==> src/rtl/mfs_pkg.sv <==
// Shared helpers for the motor fault supervisor.
// Assumes deglitch times are binary multiples of one base count.
package mfs_pkg;
    // Number of consecutive comparator edges needed for a given code.
    function automatic int unsigned deg_limit(input logic [1:0] sel, input int unsigned base);
        return base << sel;
    endfunction
endpackage

==> src/rtl/mfs_ocp_deglitch.sv <==
// Overcurrent deglitch counter for one channel.
// Counts rising edges on which the comparator is high; any low sample
// restarts the count. hit_o is high in the cycle whose next edge completes
// the run. Assumes DEG_BASE >= 2.
module mfs_ocp_deglitch
    import mfs_pkg::*;
#(
    parameter int unsigned DEG_BASE = 263,
    localparam int CW = $clog2(DEG_BASE * 8) + 1
) (
    input  logic       clk,
    input  logic       rst_n,
    input  logic [1:0] sel_i,
    input  logic       cmp_i,
    output logic       hit_o
);
    logic [CW-1:0] cnt_q;
    logic [CW-1:0] lim_m1;

    // Last count value before recognition for the selected code.
    always_comb lim_m1 = CW'(deg_limit(sel_i, DEG_BASE) - 1);

    // Recognition: comparator still high with the run complete.
    always_comb hit_o = cmp_i && (cnt_q >= lim_m1);

    // Run-length counter, cleared by a low sample or a recognition.
    always_ff @(posedge clk) begin
        if (!rst_n)
            cnt_q <= '0;
        else if (!cmp_i || hit_o)
            cnt_q <= '0;
        else
            cnt_q <= cnt_q + 1'b1;
    end
endmodule

==> src/rtl/mfs_fault_latch.sv <==
// Sticky fault bit with set priority over clear.
// Assumes the clear is a strobe from the status register.
module mfs_fault_latch (
    input  logic clk,
    input  logic rst_n,
    input  logic set_i,
    input  logic clr_i,
    output logic q_o
);
    // Set dominates; clear acts only when no set is present.
    always_ff @(posedge clk) begin
        if (!rst_n)
            q_o <= 1'b0;
        else if (set_i)
            q_o <= 1'b1;
        else if (clr_i)
            q_o <= 1'b0;
    end
endmodule

==> src/rtl/motor_fault_supervisor.sv <==
// Protection combiner for an NCH-bridge motor controller.
// Per-channel faults (deglitched overcurrent, pre-driver) latch until
// cleared and stop only their own bridge. Chip-wide faults (temperature,
// supply) are registered once and stop every bridge while present.
// Assumes all flag inputs are already synchronous to clk.
module motor_fault_supervisor #(
    parameter int unsigned NCH      = 2,
    parameter int unsigned DEG_BASE = 263
) (
    input  logic           clk,
    input  logic           rst_n,
    input  logic           enable_i,
    input  logic           sleep_i,
    input  logic [1:0]     deg_sel_i,
    input  logic [1:0]     oc_thr_i,
    output logic [1:0]     oc_thr_o,
    input  logic [NCH-1:0] ocp_cmp_i,
    input  logic [NCH-1:0] pdf_i,
    input  logic           ot_i,
    input  logic           uv_i,
    input  logic [NCH-1:0] ocp_clr_i,
    input  logic [NCH-1:0] pdf_clr_i,
    output logic [NCH-1:0] ocp_set_o,
    output logic [NCH-1:0] pdf_set_o,
    output logic           ots_o,
    output logic           uvlo_o,
    output logic [NCH-1:0] bridge_off_o,
    output logic           fault_n_o
);
    logic [NCH-1:0] ocp_hit;
    logic [NCH-1:0] ocp_lat;
    logic [NCH-1:0] pdf_lat;
    logic           ot_q;
    logic           uv_q;
    logic           global_off;

    // Threshold code goes straight to the external comparator.
    always_comb oc_thr_o = oc_thr_i;

    for (genvar c = 0; c < NCH; c++) begin : g_ch
        mfs_ocp_deglitch #(.DEG_BASE(DEG_BASE)) i_deg (
            .clk   (clk),
            .rst_n (rst_n),
            .sel_i (deg_sel_i),
            .cmp_i (ocp_cmp_i[c]),
            .hit_o (ocp_hit[c])
        );
        mfs_fault_latch i_ocp_lat (
            .clk   (clk),
            .rst_n (rst_n),
            .set_i (ocp_hit[c]),
            .clr_i (ocp_clr_i[c]),
            .q_o   (ocp_lat[c])
        );
        mfs_fault_latch i_pdf_lat (
            .clk   (clk),
            .rst_n (rst_n),
            .set_i (pdf_i[c]),
            .clr_i (pdf_clr_i[c]),
            .q_o   (pdf_lat[c])
        );
    end

    // Register the chip-wide flags once.
    always_ff @(posedge clk) begin
        if (!rst_n) begin
            ot_q <= 1'b0;
            uv_q <= 1'b0;
        end else begin
            ot_q <= ot_i;
            uv_q <= uv_i;
        end
    end

    // Set requests and status to the register file.
    always_comb begin
        ocp_set_o = ocp_hit;
        pdf_set_o = pdf_i;
        ots_o     = ot_q;
        uvlo_o    = uv_q;
    end

    // Bridge disables: own latches, chip-wide faults, enable and sleep.
    always_comb begin
        global_off   = ot_q || uv_q || !enable_i || sleep_i;
        bridge_off_o = ocp_lat | pdf_lat | {NCH{global_off}};
    end

    // Fault pin: low while any fault is present or latched.
    always_comb fault_n_o = !(|ocp_lat || |pdf_lat || ot_q || uv_q);
endmodule

==> config.mk <==
export PLATFORM = sky130hd
export DESIGN_NAME = motor_fault_supervisor
export DESIGN_NICKNAME = d
export VERILOG_FILES = /design/src/rtl/mfs_pkg.sv /design/src/rtl/mfs_ocp_deglitch.sv /design/src/rtl/mfs_fault_latch.sv /design/src/rtl/motor_fault_supervisor.sv
export SDC_FILE = /design/constraint.sdc
export NUM_CORES = 1
export LEC_CHECK = 0
export ABC_AREA = 1
export CORE_MARGIN = 2
export CORE_UTILIZATION = 43
export DETAILED_ROUTE_END_ITERATION = 8
export GPL_ROUTABILITY_DRIVEN = 0
export PLACE_DENSITY_LB_ADDON = 0.08
export SYNTH_ARGS = -nofsm -noshare
export SYNTH_HDL_FRONTEND = slang
export SYNTH_SLANG_ARGS = --single-unit
export TNS_END_PERCENT = 50
==> constraint.sdc <==
create_clock -name clk -period 6 [get_ports clk]
set_input_delay 1.2 -clock clk [delete_from_list [all_inputs] [get_ports clk]]
set_output_delay 1.2 -clock clk [all_outputs]
set_load 0.02 [all_outputs]
# [After elaboration in Yosys (flattened, before gate mapping)]
# Cells that the tools add are included.
[op_classes] n_addsub=3 n_lt_le_gt_ge=2 shift=1 muxes=8 bitwise=3 n_reduce_logical=22
[ops] operator="adder 13 x 1 -> 13 bit (second input constant)" count=2
[ops] operator="greater-or-equal comparator 13 bit" count=2
[ops] operator="left shift 9 x 2 -> 13 bit (first input constant)" count=1
[ops] operator="subtractor 13 x 1 -> 13 bit (second input constant)" count=1
[ops] operator="logical OR 1 bit" count=8
[ops] operator="two-way mux 1 bit" count=8
[ops] operator="nonzero test 2 bit" count=4
[ops] operator="OR reduction 2 bit" count=4
[ops] operator="zero test 1 bit" count=4
[ops] operator="bitwise OR 2 bit" count=2
[ops] operator="logical AND 1 bit" count=2
[ops] operator="inverter 1 bit" count=1
[word_totals] regBits=32 input_bits=18 output_inout_bits=11 elab_cells=47

# [Longest topological paths before layout]
# Gate-level depths: netlist of run 1.
[logic_depth] depth_word=6 mapped_depth=13 depth_no_buf=12

# [Hierarchy]
# A second synthesis of run 1 with hierarchy kept.
[hier_totals] hier_cells=352 area_unflattened_um2=2597.5
[modules_own_cells] module="mfs_ocp_deglitch at g_ch[1].i_deg" n_inst=1 cells_per_inst=153 area_per_inst_um2=1173.6 seq_area_each_um2=260.2
[modules_own_cells] module="mfs_ocp_deglitch at g_ch[0].i_deg" n_inst=1 cells_per_inst=155 area_per_inst_um2=1118.6 seq_area_each_um2=260.2
[modules_own_cells] module="mfs_fault_latch" n_inst=4 cells_per_inst=6 area_per_inst_um2=43.8 seq_area_each_um2=20.0
[modules_own_cells] module="motor_fault_supervisor" n_inst=1 cells_per_inst=20 area_per_inst_um2=130.1 seq_area_each_um2=40.0

# [Worst setup path after synthesis of run 1]
# No wires, ideal clock.
[synth_path] path_type="in2out" startpoint="in deg_sel_i[1]" endpoint="out ocp_set_o[0]" arrival_time_ns=2.507 required_time_ns=4.800 setup_slack_ns=2.293 cell_stages=13 path_buffers=1 cell_sequence="inv_1 -> ha_1 -> inv_1 -> ha_1 -> nand2_1 -> nor2_2 -> nand2_2 -> nor2_1 -> nand2_1 -> nand3_1 -> nand2_1 -> inv_1 -> buf_4"
[synth_between] elab_chain_cells=4
[synth_lines] item="start, declared" line_no="motor_fault_supervisor.sv:14" text="input logic [1:0] deg_sel_i,"
[synth_lines] item="left shift 9 x 2 -> 13 bit" line_no="mfs_pkg.sv:6" text="return base << sel;"
[synth_lines] item="subtractor 13 x 1 -> 13 bit" line_no="mfs_ocp_deglitch.sv:21" text="always_comb lim_m1 = CW'(deg_limit(sel_i, DEG_BASE) - 1);"
[synth_lines] item="greater-or-equal comparator 13 bit" line_no="mfs_ocp_deglitch.sv:24" text="always_comb hit_o = cmp_i && (cnt_q >= lim_m1);"
[synth_lines] item="logical AND 1 bit" line_no="mfs_ocp_deglitch.sv:24"
[synth_lines] item="end, declared" line_no="motor_fault_supervisor.sv:23" text="output logic [NCH-1:0] ocp_set_o,"
# Every way passes these cells.

# [Worst setup path in the final report of run 1]
# Same ends and word-level chain as after synthesis.

==> run summary, run 1 <==
The top-level port count is 29. The detailed-route wire length on metal 1 is ~2200 um. TritonCTS built the clock tree. The via count of the first global-routing pass is around 1800. The count of state elements after synthesis is 32. The achievable frequency came out at around 200 MHz. STA puts the critical path data required time at 4800 ps. The number of maximum-capacitance constraint violations came out at 0.

The area of the placeable core came out at ~0.0051 mm^2. The die outline width is 77.21 um. The number of search-and-repair iterations in the first detailed-routing pass is 4. The total global routing overflow is 0. The die area came out at 0.005961 mm^2. The synthesized instance count is between 300 and 400. The critical path in this run is classified as in2out. For this design, the slowest cell found on the critical path is clkdlybuf4s50_1. STA classifies the critical path endpoint as an output pin. STA classifies the critical path startpoint as an input pin. After detailed routing, the total wire length is roughly 4400 um. The netlist area before placement is 0.002305 mm^2. The floorplan step set the die height to 77.21 um. Setup repair after global routing left no endpoint under its margin. After detailed placement, the total cell area comes to around 0.0026 mm^2.

The run finished with clean final reports. The stage delay of the slowest cell on the critical path is just under 600 ps. The transition at the pin with the smallest max-transition slack is 513.9 ps. The detailed-placement wirelength estimate came out at 3649 um.

The detailed-routed wire length on met3 is 70 um. The H-tree generated during clock tree synthesis spans 2 levels. The detailed-route DRC error count is 0. The worst path buffer plus inverter count came out at 5. The starting utilization of the core area came out at 0.4484. The sequential standard cell area came out at ~640 um^2. Of the post-synthesis cell area, the dominant cell type holds 0.2780.

The tightest slew margin relative to the limit came out at 0.6566. The post-cts repair resize count came out at 0. The count of endpoints failing hold in the final timing report is 0. The highest metal layer carrying signal wires in the routed design is met4. By instance count, the cell type seen most on the critical path is nand2_1. Measured on the finished design, the core utilization comes to 0.5207. Counting the fill cells in the layout gives between 500 and 600. The detailed-route vias per instance came out at approximately 4.5. In the synthesized netlist the async set-or-reset flop fraction comes to 0. The TritonCTS buffer count came out at 5. The standard-cell row count came out at 26. The post-CTS setup buffer count is 0. The first routing iteration left 44 violations. The class of the tightest hold or removal check is reg2reg. The synthesized area per cell came out at approximately 7.3 um^2.

Setup violations remaining at the end of the flow were counted as 0. The count of distinct cell types in the synthesized netlist came out at 28. Traced cell by cell, the critical path runs through clkdlybuf4s50_1 > inv_1 > ha_1 > inv_1 > ha_1 > nand2_1 > nor2_1 > nand2_1 > nand3_1 > nand2_1 > nand3_1 > nand2_1 > inv_1 > clkdlybuf4s50_1. The maximum fanout along the worst path came out at 5. Compared with the post-synthesis result, the final layout area differs by 16.12%.

The number of antenna violations at the first check in global routing came out at 0. For this run, the number of Yosys warnings is 0. The antenna violation net count after detailed routing came out at 0. The finished cells cover about 0.0027 mm^2. The maximum count of clock buffers along a single path is 2. The most common cell in the synthesized netlist is nand2_1. The clock tree root driver cell is clkbuf_8. The sequential fraction of the synthesis area is 0.2780. The clock transition at the register clock pins on the worst setup and hold paths after CTS came out at 60 ps.

The reported leakage power came out at approximately 1.3 nW. The count of hold-fix buffers inserted at cts is 0. The antenna diode count is 0. Detailed routing placed a total of roughly 2200 um of wire on met2.

The fraction of layout cells with a size suffix above 1 is 0.1069. The first global-routing pass estimated between 7000 and 8000 um of wire. Yosys attributes the largest share of cell area to dfxtp_1 28%, ha_1 19%, nand2_1 11%, inv_1 9.0%, nor2_1 5.7%.

The number of input and output port buffers inserted is 24. The library cell with the largest summed area after synthesis is dfxtp_1. The part of the cycle the worst path needs came out at 0.8252. The overall routing resource usage came out at 0.1641. Clock tree synthesis found a total of 32 sinks. The max-slew violation count is 0. Across the routed clock network, the largest skew measured is between 6 and 7 ps. Grouping stages by cell kind, the critical path spends the most delay in buffers and inverters.

The final period demand of the worst path is between 4000 and 5000 ps. The total via count in the routed design came out at between 1500 and 2000. The most used flip-flop cell after synthesis is dfxtp_1. The worst supply voltage drop on vdd came out at about 110 uV. The net count of the finished layout is ~400. The area occupied by multi-input gates came out at about 0.0014 mm^2. The commonest cells after synthesis are 68 x nand2_1, 55 x inv_1, 35 x ha_1, 35 x nor2_1, 32 x dfxtp_1. The setup total negative slack is 0 ps. The source-to-sink clock delay at the later pin of the worst-skew pair came out at 280 ps.

The power per cell area came out at 166.4 mW/mm^2. Entering global routing, the biggest net connects 14 pins. In this run, synthesis inferred 0 flip-flops with an integrated enable. In the final routed layout, each cell accounts on average for between 10 and 15 um. The data arrival time of the worst path is around 3800 ps.
stage by stage:
stage / total power, mW / cells / hold WS [ps] / worst slack, ps
after CTS: 0.4511 / 416 / 469.3 / 1010
final: 0.4453 / 416 / 468.9 / 1049
after detailed placement: 0.2788 / 408 / 454.3 / 1015
after global placement: 0.2784 / 408 / 448.5 / 1042
after floorplan: 0.2589 / 322 / 429.6 / 2293
after global routing: 0.4691 / 416 / 497.1 / 779.9
where the power goes:
part	internal (mW)	switching [mW]	total, mW	leakage (nW)
clock network	0.0915	0.0805	0.172	0.0510
logic	0.0254	0.0304	0.0559	0.959
registers	0.215	0.00221	0.218	0.259
total	0.332	0.113	0.445	1.27
worst paths after layout:
check | to | from | cells past startpoint | slack (ps)
worst min-delay path | g_ch[1].i_deg.cnt_q[0] | g_ch[1].i_deg.cnt_q[0] | 1 | 470
worst max-delay path | ocp_set_o[0] | deg_sel_i[1] | 14 | 1050
worst max register to register | g_ch[0].i_deg.cnt_q[7] | g_ch[0].i_deg.cnt_q[6] | 6 | 4150
worst min register to register | g_ch[1].i_deg.cnt_q[0] | g_ch[1].i_deg.cnt_q[0] | 1 | 470
placed cells by master (no fill, tap or decap), drive strengths merged:
cell	count
nand4	7
nor2	49
or2	3
inv	56
and3	1
clkinv	2
a21o	1
xnor2	4
clkdlybuf4s50	24
nor3	7
dfxtp	32
ha	35
nand3	13
clkbuf	6
conb	6
nand2	71
o21ai	2
xor2	9
a21oi	18
registers in the layout, summed over array words and instances, names as in the netlist:
signal	flops
uvlo_o	1
g_ch.i_deg.cnt_q	26
g_ch.i_ocp_lat.q_o	2
g_ch.i_pdf_lat.q_o	2
ots_o	1
kinds of logic after synthesis:
group	after synthesis	synth area share
AO/OA/AOI/OAI	21	0.05157
XOR/XNOR	13	0.04940
adder cells (fa/ha/maj)	35	0.1900
buffers and inverters	64	0.1205
flip-flops	32	0.2780
other	1	0.001627
AND/OR/NAND/NOR	151	0.3089
layer usage:
| layer | GRT usage | vias to the layer above |
|---|---|---|
| li1 | - | 1030 |
| met1 | 0.2126 | 816 |
| met2 | 0.2730 | 7 |
| met3 | 0.03529 | 4 |
| met4 | 0.04821 | 0 |
| met5 | 0 | - |
area by class of cell:
class / instances / share of cell area
multi-input combinational: 226 / 0.5250
sequential: 32 / 0.2394
timing repair buffer: 24 / 0.08976
inverter: 56 / 0.07854
tap: 70 / 0.03273
clock buffer: 6 / 0.03086
clock inverter: 2 / 0.003740
worst reg2reg max path: cells and delay by family (launching register included):
family	cells	cell delay (ps)
flip-flops	1	420
AND/OR/NAND/NOR	3	670
adder cells (fa/ha/maj)	1	270
AO/OA/AOI/OAI	2	420
Note: power is estimated with default switching activity, not from simulation.
==> inputs of run 2 (changes only) <==
==> constraint.sdc (replaced) <==
create_clock -name clk -period 4.1 [get_ports clk]
set_input_delay 0.82 -clock clk [delete_from_list [all_inputs] [get_ports clk]]
set_output_delay 0.82 -clock clk [all_outputs]
set_load 0.02 [all_outputs]
==> run summary, run 2 (same netlist as run 1, synthesis figures left out) <==
The clock sink count was 32 (unchanged). The count of endpoints failing hold in the final timing report is 0 (unchanged). The final non-filler cell area is 0.002718 mm^2 (+1.5%). The number of maximum-capacitance constraint violations came out at 0 (unchanged). The critical path in this run is classified as in2out.

The maximum fanout along the worst path came out at 4 (-1). The antenna diode count is 0 (unchanged). The maximum count of clock buffers along a single path was 2 (unchanged). The CTS tree is built.

The die outline width came out at 77.21 um (unchanged). The non-filler instance count after layout came out at 422 (+1.4%). The via count of the first global-routing pass is 1786 (+0.96%). The number of violations reported at the end of detailed-routing iteration 0 is 43 (-2.3%). The class of the tightest hold or removal check is reg2reg. The setup total negative slack came out at 0 ps (unchanged). The first-pass GRT wire length was 7631 um (-1.4%). The post-CTS setup buffer count is 0 (unchanged).

The post-synthesis to final-layout area growth came out at 17.92%. The post-detailed-routing wire length is 4287 um (-3.3%). The maximum number of pins on one net before global-route repair came to 14 (unchanged). The transition at the pin with the smallest max-transition slack came out at 507.9 ps (-6.013 ps). The final clock skew came out at 2.784 ps (-3.555 ps).

The count of hold-fix buffers inserted at cts was 0 (unchanged). The overall routing resource usage is 0.1604 (-0.003710). The setup violation total in the final timing report was 0 (unchanged). The instance count after placement with tap cells included is 414 (+1.5%). The detailed-route DRC error count is 0 (unchanged). The reported leakage power was 1.295 nW (+2.1%). The detailed-placement wirelength estimate came out at 3609 um (-1.1%). The cell sitting at the root of the clock tree is a clkbuf_8. For the finished layout, the period the worst path requires is 3828 ps.

The worst supply voltage drop on vdd came out at 197.4 uV (+77%). The setup slack of the critical path after layout came out at 272.4 ps (-776.4 ps). The total via count in the routed design came out at 1856 (-0.054%).

The tightest slew margin relative to the limit came out at 0.6606 (+0.004018). The TritonCTS buffer count is 5 (unchanged). The antenna violation net count after detailed routing was 0 (unchanged).

The number of search-and-repair iterations in the first detailed-routing pass was 4 (unchanged). The flip-flop count of the largest register, all copies and words added was 26 (unchanged). STA classifies the critical path endpoint as an output pin. The total number of H-tree levels is 2 (unchanged). The share of the core filled with cells in the final layout is 0.5287 (+0.008033).

The clock transition at the register clock pins on the worst setup and hold paths after CTS came out at 60 ps (about the same). The starting utilization of the core area came out at 0.4484 (unchanged). The pre-CTS setup slack came out at -41.50 ps (-1056 ps). The area after detailed placement came out at 0.002629 mm^2 (+1.7%). The post-cts repair resize count came out at 2 (+2). The achievable frequency is between 200 and 300 MHz. The number of antenna violations at the first check in global routing came out at 0 (unchanged). The fraction of layout cells with a size suffix above 1 came out at 0.1165 (+0.009541). The die area came out at 0.005961 mm^2 (unchanged).

Setup repair after global routing left no endpoint under its margin. The largest registers in the layout are g_ch.i_deg.cnt_q x26, g_ch.i_ocp_lat.q_o x2, g_ch.i_pdf_lat.q_o x2. The library cells used most frequently in the layout, excluding fill and tap cells, are 68 x nand2_1, 55 x inv_1, 35 x nor2_1, 35 x ha_1, 32 x dfxtp_1.

The number of input and output port buffers inserted was 24 (unchanged). The data arrival time of the worst path is 3010 ps (-740 ps). The source-to-sink clock delay at the later pin of the worst-skew pair is 270 ps (about the same).

The die outline height came to 77.21 um (unchanged). The register with the most flip-flops in the final layout is g_ch.i_deg.cnt_q. The required time of the critical path was 3280 ps (-1520 ps). The top-level port count came to 29 (unchanged). The max-slew violation count is 0 (unchanged).

The total global routing overflow came out at 0 (unchanged). The run finished with clean final reports. The library cell used most frequently in the layout, excluding fill and tap cells, is nand2_1. The critical path startpoint category is an input pin. The power per cell area is 237.7 mW/mm^2 (+43%). The area of the placeable core is 0.005140 mm^2 (unchanged). The detailed-route vias per instance came to 4.398 (-1.5%). The net count of the finished layout is 404 (+1.5%). The average routed wire per standard cell came out at 10.16 um (-4.7%). The standard-cell row count is 26 (unchanged). Dividing the final minimum period by the clock period gives 0.9336.
run 2: changes by cell type in the layout (fill, tap and decap cells not counted), sizes merged:
cell and change:
clkdlybuf4s15 +1, clkinv -2, clkbuf +2, clkdlybuf4s50 -2
buf +6, dlygate4sd2 +1
run 2: metrics by stage:
stage,hold WS [ps],power [mW]
finish,468.5,0.6460
global placement,454.1,0.4086
CTS,471.2,0.6585
floorplan,429.6,0.3788
detailed placement,460.9,0.4088
global route,490.3,0.6829
run 2: worst paths after layout:
path / cells past startpoint / slack (ps) / endpoint / startpoint
min: 2 / 470 / g_ch[1].i_ocp_lat.q_o / g_ch[1].i_ocp_lat.q_o
max reg2reg: 7 / 2170 / g_ch[0].i_deg.cnt_q[7] / g_ch[0].i_deg.cnt_q[6]
min reg2reg: 2 / 470 / g_ch[1].i_ocp_lat.q_o / g_ch[1].i_ocp_lat.q_o
max: 14 / 270 / ocp_set_o[0] / deg_sel_i[0]
run 2: cell type report:
cell class | instances | area [um^2]
clock buffer | 8 | 90.09
fill | 564 | 2422
inverter | 56 | 210.2
tap | 70 | 87.58
multi-input combinational | 226 | 1405
timing repair buffer | 30 | 284.0
sequential | 32 | 640.6
run 2: critical path, cell delays in order:
cell and delay [ps]:
clkdlybuf4s50_1 540, inv_1 110, ha_1 290, inv_1 50, ha_1 270, nand2_1 60
nor2_1 130, nand2_1 60, nand3_1 80, nand2_1 80, nand3_1 90, nand2_1 60
inv_1 50, dlygate4sd2_1 320
run 2: power breakdown:
group | switching [mW] | internal [mW] | total (mW)
registers | 0.00345 | 0.315 | 0.319
clock network | 0.109 | 0.137 | 0.246
logic | 0.0438 | 0.0379 | 0.0817
run 2: per-layer routing:
layer  global-route usage  routed length (um)  vias to the layer above
met1               0.2092                2185                      807
li1                     -                   -                     1040
met4              0.04821                  28                        0
met3              0.03529                  79                        2
met2               0.2643                1993                        7
met5                    0                   0                        -
==> inputs of run 3 (changes only) <==
--- a/config.mk
+++ b/config.mk
@@ -10,8 +10,8 @@
 export CORE_UTILIZATION = 43
 export DETAILED_ROUTE_END_ITERATION = 8
 export GPL_ROUTABILITY_DRIVEN = 0
+export MAX_ROUTING_LAYER = met4
 export PLACE_DENSITY_LB_ADDON = 0.08
 export SYNTH_ARGS = -nofsm -noshare
 export SYNTH_HDL_FRONTEND = slang
 export SYNTH_SLANG_ARGS = --single-unit
-export TNS_END_PERCENT = 50
==> run summary, run 3 (same netlist as run 1, synthesis figures left out) <==
The final non-filler cell area is 0.002718 mm^2 (unchanged). The total of fill cells in the finished design is 564 (unchanged). The die area came out at 0.005961 mm^2 (unchanged). The library cell used most frequently in the layout, excluding fill and tap cells, is nand2_1. The number of input and output port buffers inserted is 24 (unchanged). The number of antenna violations at the first check in global routing is 0 (unchanged).

The number of search-and-repair iterations in the first detailed-routing pass came to 4 (unchanged). The tightest slew margin relative to the limit is 0.6606 (about the same). The worst supply voltage drop on vdd came out at 197.4 uV (about the same).

The first-pass GRT wire length was 7624 um (about the same). The fraction of layout cells with a size suffix above 1 is 0.1165 (unchanged). The die outline width is 77.21 um (unchanged). STA classifies the critical path endpoint as an output pin. The TritonCTS buffer count is 5 (unchanged). The source-to-sink clock delay at the later pin of the worst-skew pair was 270 ps (about the same).

The number of maximum-capacitance constraint violations is 0 (unchanged). In the layout the commonest cells are 68 x nand2_1, 55 x inv_1, 35 x nor2_1, 35 x ha_1, 32 x dfxtp_1. The count of hold-fix buffers inserted at cts is 0 (unchanged). The combinational fraction of design power is 0.126 (about the same).

The overall routing resource usage is 0.1648 (+0.004481). The total number of H-tree levels is 2 (unchanged). The area after detailed placement is 0.002629 mm^2 (unchanged). The pre-CTS setup slack is -41.50 ps (unchanged).

The setup slack of the critical path after layout is 272.3 ps (-0.1160 ps). The antenna violation net count after detailed routing was 0 (unchanged). The via count of the first global-routing pass came to 1787 (+0.056%).

The starting utilization of the core area is 0.4484 (unchanged). The detailed-route DRC error count is 0 (unchanged). The class of the tightest hold or removal check is reg2reg. The number of violations reported at the end of detailed-routing iteration 0 came out at 43 (unchanged). The antenna diode count is 0 (unchanged). The setup total negative slack came out at 0 ps (unchanged). The transition at the pin with the smallest max-transition slack was 507.9 ps (-0.001848 ps). The final clock skew is 2.786 ps (+0.002050 ps). The switching power summed over all nets was 156.7 uW (+0.38%). The die outline height is 77.21 um (unchanged). The clock power share was 0.381 (about the same). The power per cell area is 237.9 mW/mm^2 (about the same). The post-synthesis to final-layout area growth is 17.92% (unchanged). The CTS tree is built. The internal cell power came to 489.9 uW (about the same). The total global routing overflow came to 0 (unchanged). The largest registers in the layout are g_ch.i_deg.cnt_q x26, g_ch.i_ocp_lat.q_o x2, g_ch.i_pdf_lat.q_o x2.

The total power consumption of the routed design is 646.6 uW (about the same). Setup repair after global routing left no endpoint under its margin. The maximum number of pins on one net before global-route repair is 14 (unchanged).

The run finished with clean final reports. The sequential share of power came out at 0.493 (about the same). The required time of the critical path was 3280 ps (about the same). The maximum count of clock buffers along a single path is 2 (unchanged). The area of the placeable core is 0.005140 mm^2 (unchanged).

The detailed-placement wirelength estimate came out at 3609 um (unchanged). The setup violation total in the final timing report came out at 0 (unchanged). The net count of the finished layout was 404 (unchanged). The reported leakage power came out at 1.295 nW (unchanged).

The clock tree root driver cell is clkbuf_8. The detailed-route vias per instance is 4.398 (unchanged). The achievable frequency was 261.3 MHz (about the same). The post-detailed-routing wire length is 4290 um (about the same).

The clock transition at the register clock pins on the worst setup and hold paths after CTS was 60 ps (about the same). The flip-flop count of the largest register, all copies and words added is 26 (unchanged). The average routed wire per standard cell came out at 10.17 um (about the same).

The post-CTS setup buffer count is 0 (unchanged). The worst setup path is of the in2out kind. The register bank with the most flops is g_ch.i_deg.cnt_q.

The part of the cycle the worst path needs is 0.9336 (about the same). The max-slew violation count came out at 0 (unchanged). The maximum fanout along the worst path came out at 4 (unchanged). The top-level port count is 29 (unchanged). The critical path startpoint category is an input pin.

The final period demand of the worst path is 3828 ps (+0.1160 ps). The total via count in the routed design came to 1856 (unchanged). The count of endpoints failing hold in the final timing report is 0 (unchanged).

The clock sink count is 32 (unchanged). The data arrival time of the worst path was 3010 ps (about the same). The standard-cell row count is 26 (unchanged).

The switching power share of the total is 0.2423 (+0.0006998).
## run 3: critical path: stages
cell and delay, ps:
clkdlybuf4s50_1 540, inv_1 110, ha_1 290, inv_1 50, ha_1 270, nand2_1 60
nor2_1 130, nand2_1 60, nand3_1 80, nand2_1 80, nand3_1 90, nand2_1 60
inv_1 50, dlygate4sd2_1 320
## run 3: what timing repair did
item / 4_1_cts / 5_1_grt
cloned: 0 / 0
pin swaps: 0 / 0
resized for setup: 2 / 1
endpoints found under the setup margin: 2 / 1
hold endpoints to repair: 0 / 0
## run 3: layout make-up
type	instances	area (um^2)	area share
clock buffers	8	90.09	0.03315
inverters	56	210.2	0.07735
multi-input cells	226	1405	0.5170
flip-flops and latches	32	640.6	0.2357
well taps	70	87.58	0.03223
repair buffers	30	284.0	0.1045
## run 3: path summary, 6_finish.rpt
path	startpoint	end	slack, ps	cells after the start
max reg2reg	g_ch[0].i_deg.cnt_q[6]	g_ch[0].i_deg.cnt_q[7]	2170	7
min	g_ch[1].i_ocp_lat.q_o	g_ch[1].i_ocp_lat.q_o	470	2
max	deg_sel_i[0]	ocp_set_o[0]	270	14
min reg2reg	g_ch[1].i_ocp_lat.q_o	g_ch[1].i_ocp_lat.q_o	470	2
## run 3: metrics by stage
stage	std cells	util	hold WS (ps)
2_1_floorplan	322	-	429.6
3_3_place_gp	414	0.5114	454.1
3_5_place_dp	414	0.5114	460.9
4_1_cts	422	0.5285	471.2
5_1_grt	422	0.5287	490.3
6_report	422	0.5287	468.5
## run 3: power by group through the flow
stage | sequential [mW] | clock (mW) | combinational, mW
2_1_floorplan | 0.326 | 0 | 0.0528
3_3_place_gp | 0.326 | 0 | 0.0830
3_5_place_dp | 0.326 | 0 | 0.0832
4_1_cts | 0.319 | 0.257 | 0.0834
5_1_grt | 0.319 | 0.269 | 0.0952
6_report | 0.319 | 0.246 | 0.0817
## run 3: routing by layer
| metal | wire, um | global-route usage | up-vias |
|---|---|---|---|
| met5 | 0 | - | - |
| met4 | 27 | 0.04821 | 0 |
| met3 | 82 | 0.03529 | 2 |
| met2 | 1994 | 0.2643 | 7 |
| met1 | 2185 | 0.2092 | 807 |
| li1 | - | - | 1040 |
